## config.mk

```make
export PLATFORM = sky130hd
export DESIGN_NAME = spi_reg_engine
export DESIGN_NICKNAME = d
export VERILOG_FILES = /design/src/rtl/spi_eng_pkg.sv /design/src/rtl/spi_frame_enc.sv /design/src/rtl/spi_tick_gen.sv /design/src/rtl/spi_shift_unit.sv /design/src/rtl/spi_reg_engine.sv
export SDC_FILE = /design/constraint.sdc
export NUM_CORES = 1
export LEC_CHECK = 0
export ABC_CLOCK_PERIOD_IN_PS = 2200
export BUFFER_PORTS_ARGS = -buffer_cell sky130_fd_sc_hd__buf_2
export CAP_MARGIN = 40
export CORE_MARGIN = 2
export CORE_UTILIZATION = 52
export CTS_BUF_LIST = sky130_fd_sc_hd__clkbuf_16
export CTS_CLUSTER_SIZE = 24
export DETAILED_ROUTE_END_ITERATION = 10
export PLACE_DENSITY_LB_ADDON = 0.3
export SYNTH_ARGS = -nofsm -noshare
export SYNTH_HDL_FRONTEND = slang
export SYNTH_SLANG_ARGS = --single-unit
export TNS_END_PERCENT = 20
```

## constraint.sdc

```tcl
create_clock -name clk_i -period 2.2 [get_ports clk_i]
set_clock_uncertainty 0.05 [all_clocks]
set_input_delay 0.44 -clock clk_i [delete_from_list [all_inputs] [get_ports clk_i]]
set_output_delay 0.44 -clock clk_i [all_outputs]
set_load 0.05 [all_outputs]
```

## src/rtl/spi_eng_pkg.sv

```systemverilog
package spi_eng_pkg;
  localparam int ADDR_W  = 8;
  localparam int DATA_W  = 16;
  localparam int CMD_W   = 16;
  localparam int FRAME_W = CMD_W + DATA_W;

  localparam logic [1:0] OP_RD = 2'b00;
  localparam logic [1:0] OP_WR = 2'b01;
  localparam logic [3:0] BE_HI = 4'b1100;
  localparam logic [3:0] BE_LO = 4'b0011;
  localparam logic [7:0] DUMMY = 8'h00;

  typedef enum logic [2:0] {SH_IDLE, SH_LEAD, SH_HIGH, SH_LOW, SH_TAIL} sh_state_e;
  typedef enum logic [1:0] {EN_IDLE, EN_LAUNCH, EN_RUN, EN_GAP} en_state_e;
endpackage

```

## src/rtl/spi_frame_enc.sv

```systemverilog
module spi_frame_enc
  import spi_eng_pkg::*;
(
  input  logic [ADDR_W-1:0]  addr_i,
  input  logic               we_i,
  input  logic [DATA_W-1:0]  wdata_i,
  output logic [FRAME_W-1:0] frame_o
);
  logic [CMD_W-1:0]  cmd;
  logic [DATA_W-1:0] data;

  always_comb begin
    cmd  = {(we_i ? OP_WR : OP_RD), (addr_i[1] ? BE_HI : BE_LO), addr_i, 2'b00};
    data = we_i ? wdata_i : {DUMMY, DUMMY};
    // command MSB byte first, data LSB byte first
    frame_o = {cmd[15:8], cmd[7:0], data[7:0], data[15:8]};
  end
endmodule

```

## src/rtl/spi_tick_gen.sv

```systemverilog
module spi_tick_gen #(
  parameter int CLK_DIV = 2
) (
  input  logic clk_i,
  input  logic rst_ni,
  input  logic en_i,
  output logic tick_o
);
  localparam int CNT_W = (CLK_DIV > 1) ? $clog2(CLK_DIV) : 1;

  logic [CNT_W-1:0] cnt_q;

  assign tick_o = en_i && (cnt_q == CNT_W'(CLK_DIV - 1));

  always_ff @(posedge clk_i or negedge rst_ni) begin
    if (!rst_ni)             cnt_q <= '0;
    else if (!en_i || tick_o) cnt_q <= '0;
    else                     cnt_q <= cnt_q + 1'b1;
  end
endmodule

```

## src/rtl/spi_shift_unit.sv

```systemverilog
module spi_shift_unit
  import spi_eng_pkg::*;
#(
  parameter int CLK_DIV = 2
) (
  input  logic               clk_i,
  input  logic               rst_ni,
  input  logic               start_i,
  input  logic [FRAME_W-1:0] frame_i,
  output logic               busy_o,
  output logic               done_o,
  output logic [FRAME_W-1:0] rx_o,
  output logic               sclk_o,
  output logic               cs_no,
  output logic               mosi_o,
  input  logic               miso_i
);
  localparam int BIT_W = $clog2(FRAME_W);
  localparam logic [BIT_W-1:0] LAST_BIT = BIT_W'(FRAME_W - 1);

  sh_state_e          st_q;
  logic [FRAME_W-1:0] tx_q, rx_q;
  logic [BIT_W-1:0]   bit_q;
  logic               tick;

  spi_tick_gen #(.CLK_DIV(CLK_DIV)) i_tick (
    .clk_i (clk_i),
    .rst_ni(rst_ni),
    .en_i  (busy_o),
    .tick_o(tick)
  );

  assign busy_o = (st_q != SH_IDLE);
  assign done_o = (st_q == SH_TAIL) && tick;
  assign rx_o   = rx_q;

  always_ff @(posedge clk_i or negedge rst_ni) begin
    if (!rst_ni) begin
      st_q   <= SH_IDLE;
      tx_q   <= '0;
      rx_q   <= '0;
      bit_q  <= '0;
      sclk_o <= 1'b0;
      cs_no  <= 1'b1;
      mosi_o <= 1'b0;
    end else begin
      case (st_q)
        SH_IDLE: if (start_i) begin
          tx_q  <= frame_i;
          bit_q <= '0;
          cs_no <= 1'b0;
          st_q  <= SH_LEAD;
        end
        SH_LEAD, SH_LOW: if (tick) begin
          sclk_o <= 1'b1;
          mosi_o <= tx_q[FRAME_W-1];
          tx_q   <= {tx_q[FRAME_W-2:0], 1'b0};
          st_q   <= SH_HIGH;
        end
        SH_HIGH: if (tick) begin
          sclk_o <= 1'b0;
          rx_q   <= {rx_q[FRAME_W-2:0], miso_i};
          if (bit_q == LAST_BIT) st_q <= SH_TAIL;
          else begin
            bit_q <= bit_q + 1'b1;
            st_q  <= SH_LOW;
          end
        end
        SH_TAIL: if (tick) begin
          cs_no <= 1'b1;
          st_q  <= SH_IDLE;
        end
        default: st_q <= SH_IDLE;
      endcase
    end
  end


  sclk_in_frame_chk: assert property (@(posedge clk_i) disable iff (!rst_ni)
    sclk_o |-> !cs_no);

  mosi_hold_chk: assert property (@(posedge clk_i) disable iff (!rst_ni)
    !$rose(sclk_o) |-> $stable(mosi_o));

  cs_hold_chk: assert property (@(posedge clk_i) disable iff (!rst_ni)
    (busy_o && st_q != SH_TAIL) |=> !cs_no);
endmodule

```

## src/rtl/spi_reg_engine.sv

```systemverilog
module spi_reg_engine
  import spi_eng_pkg::*;
#(
  parameter int CLK_DIV   = 2,
  parameter int MAX_TRIES = 3,
  parameter int GAP_CYC   = 4
) (
  input  logic              clk_i,
  input  logic              rst_ni,
  input  logic              req_valid_i,
  output logic              req_ready_o,
  input  logic [ADDR_W-1:0] req_addr_i,
  input  logic              req_we_i,
  input  logic [DATA_W-1:0] req_wdata_i,
  output logic              rsp_done_o,
  output logic [DATA_W-1:0] rsp_rdata_o,
  input  logic              ovr_i,
  output logic              spi_sclk_o,
  output logic              spi_cs_no,
  output logic              spi_mosi_o,
  input  logic              spi_miso_i
);
  localparam int TRY_W = $clog2(MAX_TRIES + 1);
  localparam int GAP_W = (GAP_CYC > 1) ? $clog2(GAP_CYC) : 1;

  en_state_e          st_q;
  logic [ADDR_W-1:0]  addr_q;
  logic               we_q;
  logic [DATA_W-1:0]  wdata_q;
  logic [TRY_W-1:0]   tries_q;
  logic [GAP_W-1:0]   gap_q;
  logic               ovr_q, done_q;
  logic [DATA_W-1:0]  rdata_q;
  logic [FRAME_W-1:0] frame, rx;
  logic               sh_busy, sh_done, ovr_hit;

  spi_frame_enc i_enc (
    .addr_i (addr_q),
    .we_i   (we_q),
    .wdata_i(wdata_q),
    .frame_o(frame)
  );

  spi_shift_unit #(.CLK_DIV(CLK_DIV)) i_shift (
    .clk_i  (clk_i),
    .rst_ni (rst_ni),
    .start_i(st_q == EN_LAUNCH),
    .frame_i(frame),
    .busy_o (sh_busy),
    .done_o (sh_done),
    .rx_o   (rx),
    .sclk_o (spi_sclk_o),
    .cs_no  (spi_cs_no),
    .mosi_o (spi_mosi_o),
    .miso_i (spi_miso_i)
  );

  assign req_ready_o = (st_q == EN_IDLE);
  assign rsp_done_o  = done_q;
  assign rsp_rdata_o = rdata_q;
  assign ovr_hit     = ovr_q | ovr_i;

  always_ff @(posedge clk_i or negedge rst_ni) begin
    if (!rst_ni) begin
      st_q    <= EN_IDLE;
      addr_q  <= '0;
      we_q    <= 1'b0;
      wdata_q <= '0;
      tries_q <= '0;
      gap_q   <= '0;
      ovr_q   <= 1'b0;
      done_q  <= 1'b0;
      rdata_q <= '0;
    end else begin
      done_q <= 1'b0;
      case (st_q)
        EN_IDLE: if (req_valid_i) begin
          addr_q  <= req_addr_i;
          we_q    <= req_we_i;
          wdata_q <= req_wdata_i;
          tries_q <= '0;
          st_q    <= EN_LAUNCH;
        end
        EN_LAUNCH: begin
          ovr_q <= 1'b0;
          st_q  <= EN_RUN;
        end
        EN_RUN: begin
          if (ovr_i) ovr_q <= 1'b1;
          if (sh_done) begin
            tries_q <= tries_q + 1'b1;
            // third received byte is low, fourth is high
            rdata_q <= {rx[7:0], rx[15:8]};
            if (ovr_hit && tries_q < TRY_W'(MAX_TRIES - 1)) begin
              gap_q <= '0;
              st_q  <= EN_GAP;
            end else begin
              done_q <= 1'b1;
              st_q   <= EN_IDLE;
            end
          end
        end
        EN_GAP: begin
          if (gap_q == GAP_W'(GAP_CYC - 1)) st_q <= EN_LAUNCH;
          else gap_q <= gap_q + 1'b1;
        end
        default: st_q <= EN_IDLE;
      endcase
    end
  end


  tries_bound_chk: assert property (@(posedge clk_i) disable iff (!rst_ni)
    tries_q <= TRY_W'(MAX_TRIES));

  done_pulse_chk: assert property (@(posedge clk_i) disable iff (!rst_ni)
    rsp_done_o |=> !rsp_done_o);

  ready_idle_chk: assert property (@(posedge clk_i) disable iff (!rst_ni)
    req_ready_o |-> (spi_cs_no && !sh_busy));

  retry_after_gap_chk: assert property (@(posedge clk_i) disable iff (!rst_ni)
    (st_q == EN_GAP) |-> spi_cs_no);
endmodule

```

==> reports/qor.txt <==
Outcome - complete, no violations
Total GRT Usage - 0.173
Worst-path cell chain - ha_1, and3_1, ha_2, nand3b_1, a211o_1, or3_1, a21boi_1
Antenna diodes - 0
CTS H-tree depth - 3
Clock tree buffer depth - 2
Worst-Skew Late Latency - 0.34 ns
Synth Area in Compound Gates - 0.0861
Fmax - 0.474 GHz
Remaining DRCs - 0
Reg2reg end - i_shift.bit_q[3]
Switching share of power - 0.208
Total negative slack - 0 ns
Fin crit period - 2.11 ns
Synth Flop Type - dfrtp_1
Final Hold Fails - 0
CP arrival - 2.32 ns
Combinational fraction of design power - 0.021
Seq cells post-synth - 109
Critical Path Fanout Max - 5
Mux cell area share after synthesis - 0.145
Synth Area in XOR/XNOR - 0
Die Ht - 98.6 um
Top Ports - 51
Main combinational cell family by area after synthesis - multiplexers
CP required - 2.41 ns
Worst Max-Slew Pin Slew - 0.558 ns
Rel. slew slack - 0.628
DIE WIDTH - 98.6 um
Initial Utilization - 0.536
Setup repair bufs after CTS - 0
TritonCTS buffer count - 9
Sequential-to-total area share from yosys stat - 0.587
Synth warnings - 0
Final Slew Violations - 0
Worst path max stage delay - 0.41 ns
Post-synthesis simple-gate area fraction - 0.128
RSZ-0062 raised after global routing - no
Worst VDD drop - 458 uV
Max Cap Viol - 0
Fin nets - 487
Pwr Density - 696 mW/mm^2
Buffers added on ports - 50
Synth Area per Inst - 11.5 um^2
Worst Setup Start Kind - register
Final WL - 7910 um
Sequential Power Share - 0.546
Post-synth net total - 441
Asr flop ratio synth - 1.00
Vias in the first global route - 2930
R2R depth - 7
Row count - 34
LEAKAGE - 0.00255 uW
Register-to-Register Setup Slack - 0.09 ns
Synth-to-Final Area Change - 14.4%
Post-synth top area share - 0.581
GPL Wtd Cong - 0.746
Initial DRC Count - 145
P_int - 2940 uW
Initial antenna violation count - 0
WS Path Type - reg2reg
Setup Viol. Count Final - 0
Share of post-route cells with drive strength above 1 - 0.312
First-pass DRT Iterations - 4
CTS tree - done
Yosys cell types - 42
Total power - 3700 uW
Reg-to-Reg Start - i_shift.bit_q[0]
Clk slew on worst S/H paths - 0.07 ns
Post-CTS Hold Buffers - 0
Congestion Overflow GR - 0
First-pass GRT wire length - 13800 um
Worst hold-check path type - in2async
Psw - 769 uW
Worst setup EP type - register
Clock share of power - 0.433
Final Cycle Share - 0.959
Area of the die - 0.00971 mm^2
Synth Area in Adders - 0.0188
Core box area - 0.00868 mm^2
HPWL Detailed - 5260 um
CTS Sinks - 109
Vias per inst - 5.48
Via count - 3084
Slowest cell on crit path - dfrtp_1
Area of the mapped netlist - 0.00465 mm^2
Drt wl/cell - 14.0 um
Post-synth EDFFs - 0
Post_cts resized - 0
Root cell of the clock tree - clkbuf_16
Largest net degree at the start of global routing - 65
Antenna violation net count after detailed routing - 0
Post-Syn Instances - 404
Leading area contributor after synthesis - dfrtp_1
Top area cells in the synthesized netlist - dfrtp_1 (58%), mux2_2 (14%), nand2_1 (4.0%)
kinds of logic (layout without fill, tap and decap cells):
family	Yosys count	in the layout
AND/OR/NAND/NOR	130	130
flip-flops	109	109
AO/OA/AOI/OAI	64	64
multiplexers	60	60
buffers and inverters	34	85
adder cells (fa/ha/maj)	7	7
metal layers:
layer  track usage  up-vias  wire, um
met5             0        -         0
met4        0.0601        0       114
met3        0.0305        7       257
met2         0.267       42      3740
met1         0.249     1532      3800
li1              -     1503         -
through the flow:
| stage | worst slack (ns) | cells | utilization | hold WS (ns) | instance area (um^2) |
|---|---|---|---|---|---|
| after global routing | 0.00949 | 563 | 0.613 | 0.0772 | 5320 |
| after CTS | 0.0414 | 563 | 0.613 | 0.0677 | 5320 |
| after global placement | 0.139 | 547 | 0.578 | 0.401 | 5020 |
| final | 0.0893 | 563 | 0.613 | 0.0331 | 5320 |
| after detailed placement | 0.0619 | 547 | 0.578 | 0.409 | 5020 |
| after floorplan | 0.0928 | 404 | - | 0.0944 | 4650 |
power groups by stage:
stage               logic, uW  registers, uW  clock network (uW)
floorplan                10.5           2060                   0
global placement         81.8           2060                   0
detailed placement       84.6           2060                   0
CTS                      84.9           2020                1650
global route             93.4           2020                1740
finish                   79.5           2020                1600
worst max-delay path: cells and delay by family (launching register included):
family	cells	cell delay (ns)
AND/OR/NAND/NOR	3	0.70
AO/OA/AOI/OAI	2	0.45
adder cells (fa/ha/maj)	2	0.44
flip-flops	1	0.41
state kept, by name, indices dropped and copies added (netlist names), 2 cells and up:
| register | flops |
|---|---|
| i_shift.st_q | 3 |
| rsp_rdata_o | 16 |
| st_q | 2 |
| i_shift.tx_q | 32 |
| tries_q | 2 |
| i_shift.bit_q | 5 |
| addr_q | 8 |
| i_shift.rx_o | 16 |
| wdata_q | 16 |
| gap_q | 2 |
area by class of cell:
type / instances / area, um^2
Fill cell: 721 / 3360
Clock buffer: 9 / 225
Inverter: 10 / 37.5
Sequential cell: 109 / 2730
Multi-Input combinational cell: 261 / 1760
Timing Repair Buffer: 59 / 358
Clock inverter: 7 / 73.8
Tap cell: 108 / 135
layout by cell type (no fill, tap or decap), types with 2 or more instances in the layout:
cell       instances
inv_1             11
buf_2             49
mux2i_1            3
o41ai_1            2
buf_4              7
mux2_2            57
nand2b_1           4
and3_1             2
a21oi_1           15
nor2b_1            2
a31oi_1           25
nand3_1           19
clkbuf_16          9
nand3b_1           2
nand2_1           50
nor3_1             3
or3b_2             2
ha_1               6
o21ai_0           13
dfrtp_1          108
buf_12             3
nor2_1            36
worst max path at each step:
stage,startpoint,end,slack (ns),depth (start not counted)
after global routing,i_shift.bit_q[0],i_shift.bit_q[3],0.009,7
after floorplan,i_shift.bit_q[0],i_shift.bit_q[3],0.09,7
final,i_shift.bit_q[0],i_shift.bit_q[3],0.09,7
after detailed placement,i_shift.bit_q[0],i_shift.bit_q[3],0.06,7
after CTS,i_shift.bit_q[0],i_shift.bit_q[3],0.04,7
after global placement,i_shift.bit_q[0],i_shift.bit_q[3],0.14,7
cells in the mapped netlist, drive strengths merged, types with 2 or more instances:
master	instances
mux2	57
clkbuf	10
o21ai	13
a21oi	16
inv	10
ha	7
a31oi	25
or3b	3
o41ai	2
mux2i	3
nand3	19
nand2	51
and3	2
nor3	3
nor2b	3
buf	14
nand3b	2
dfrtp	108
nor2	37
nand2b	4
Note: power is estimated with default switching activity, not from simulation.
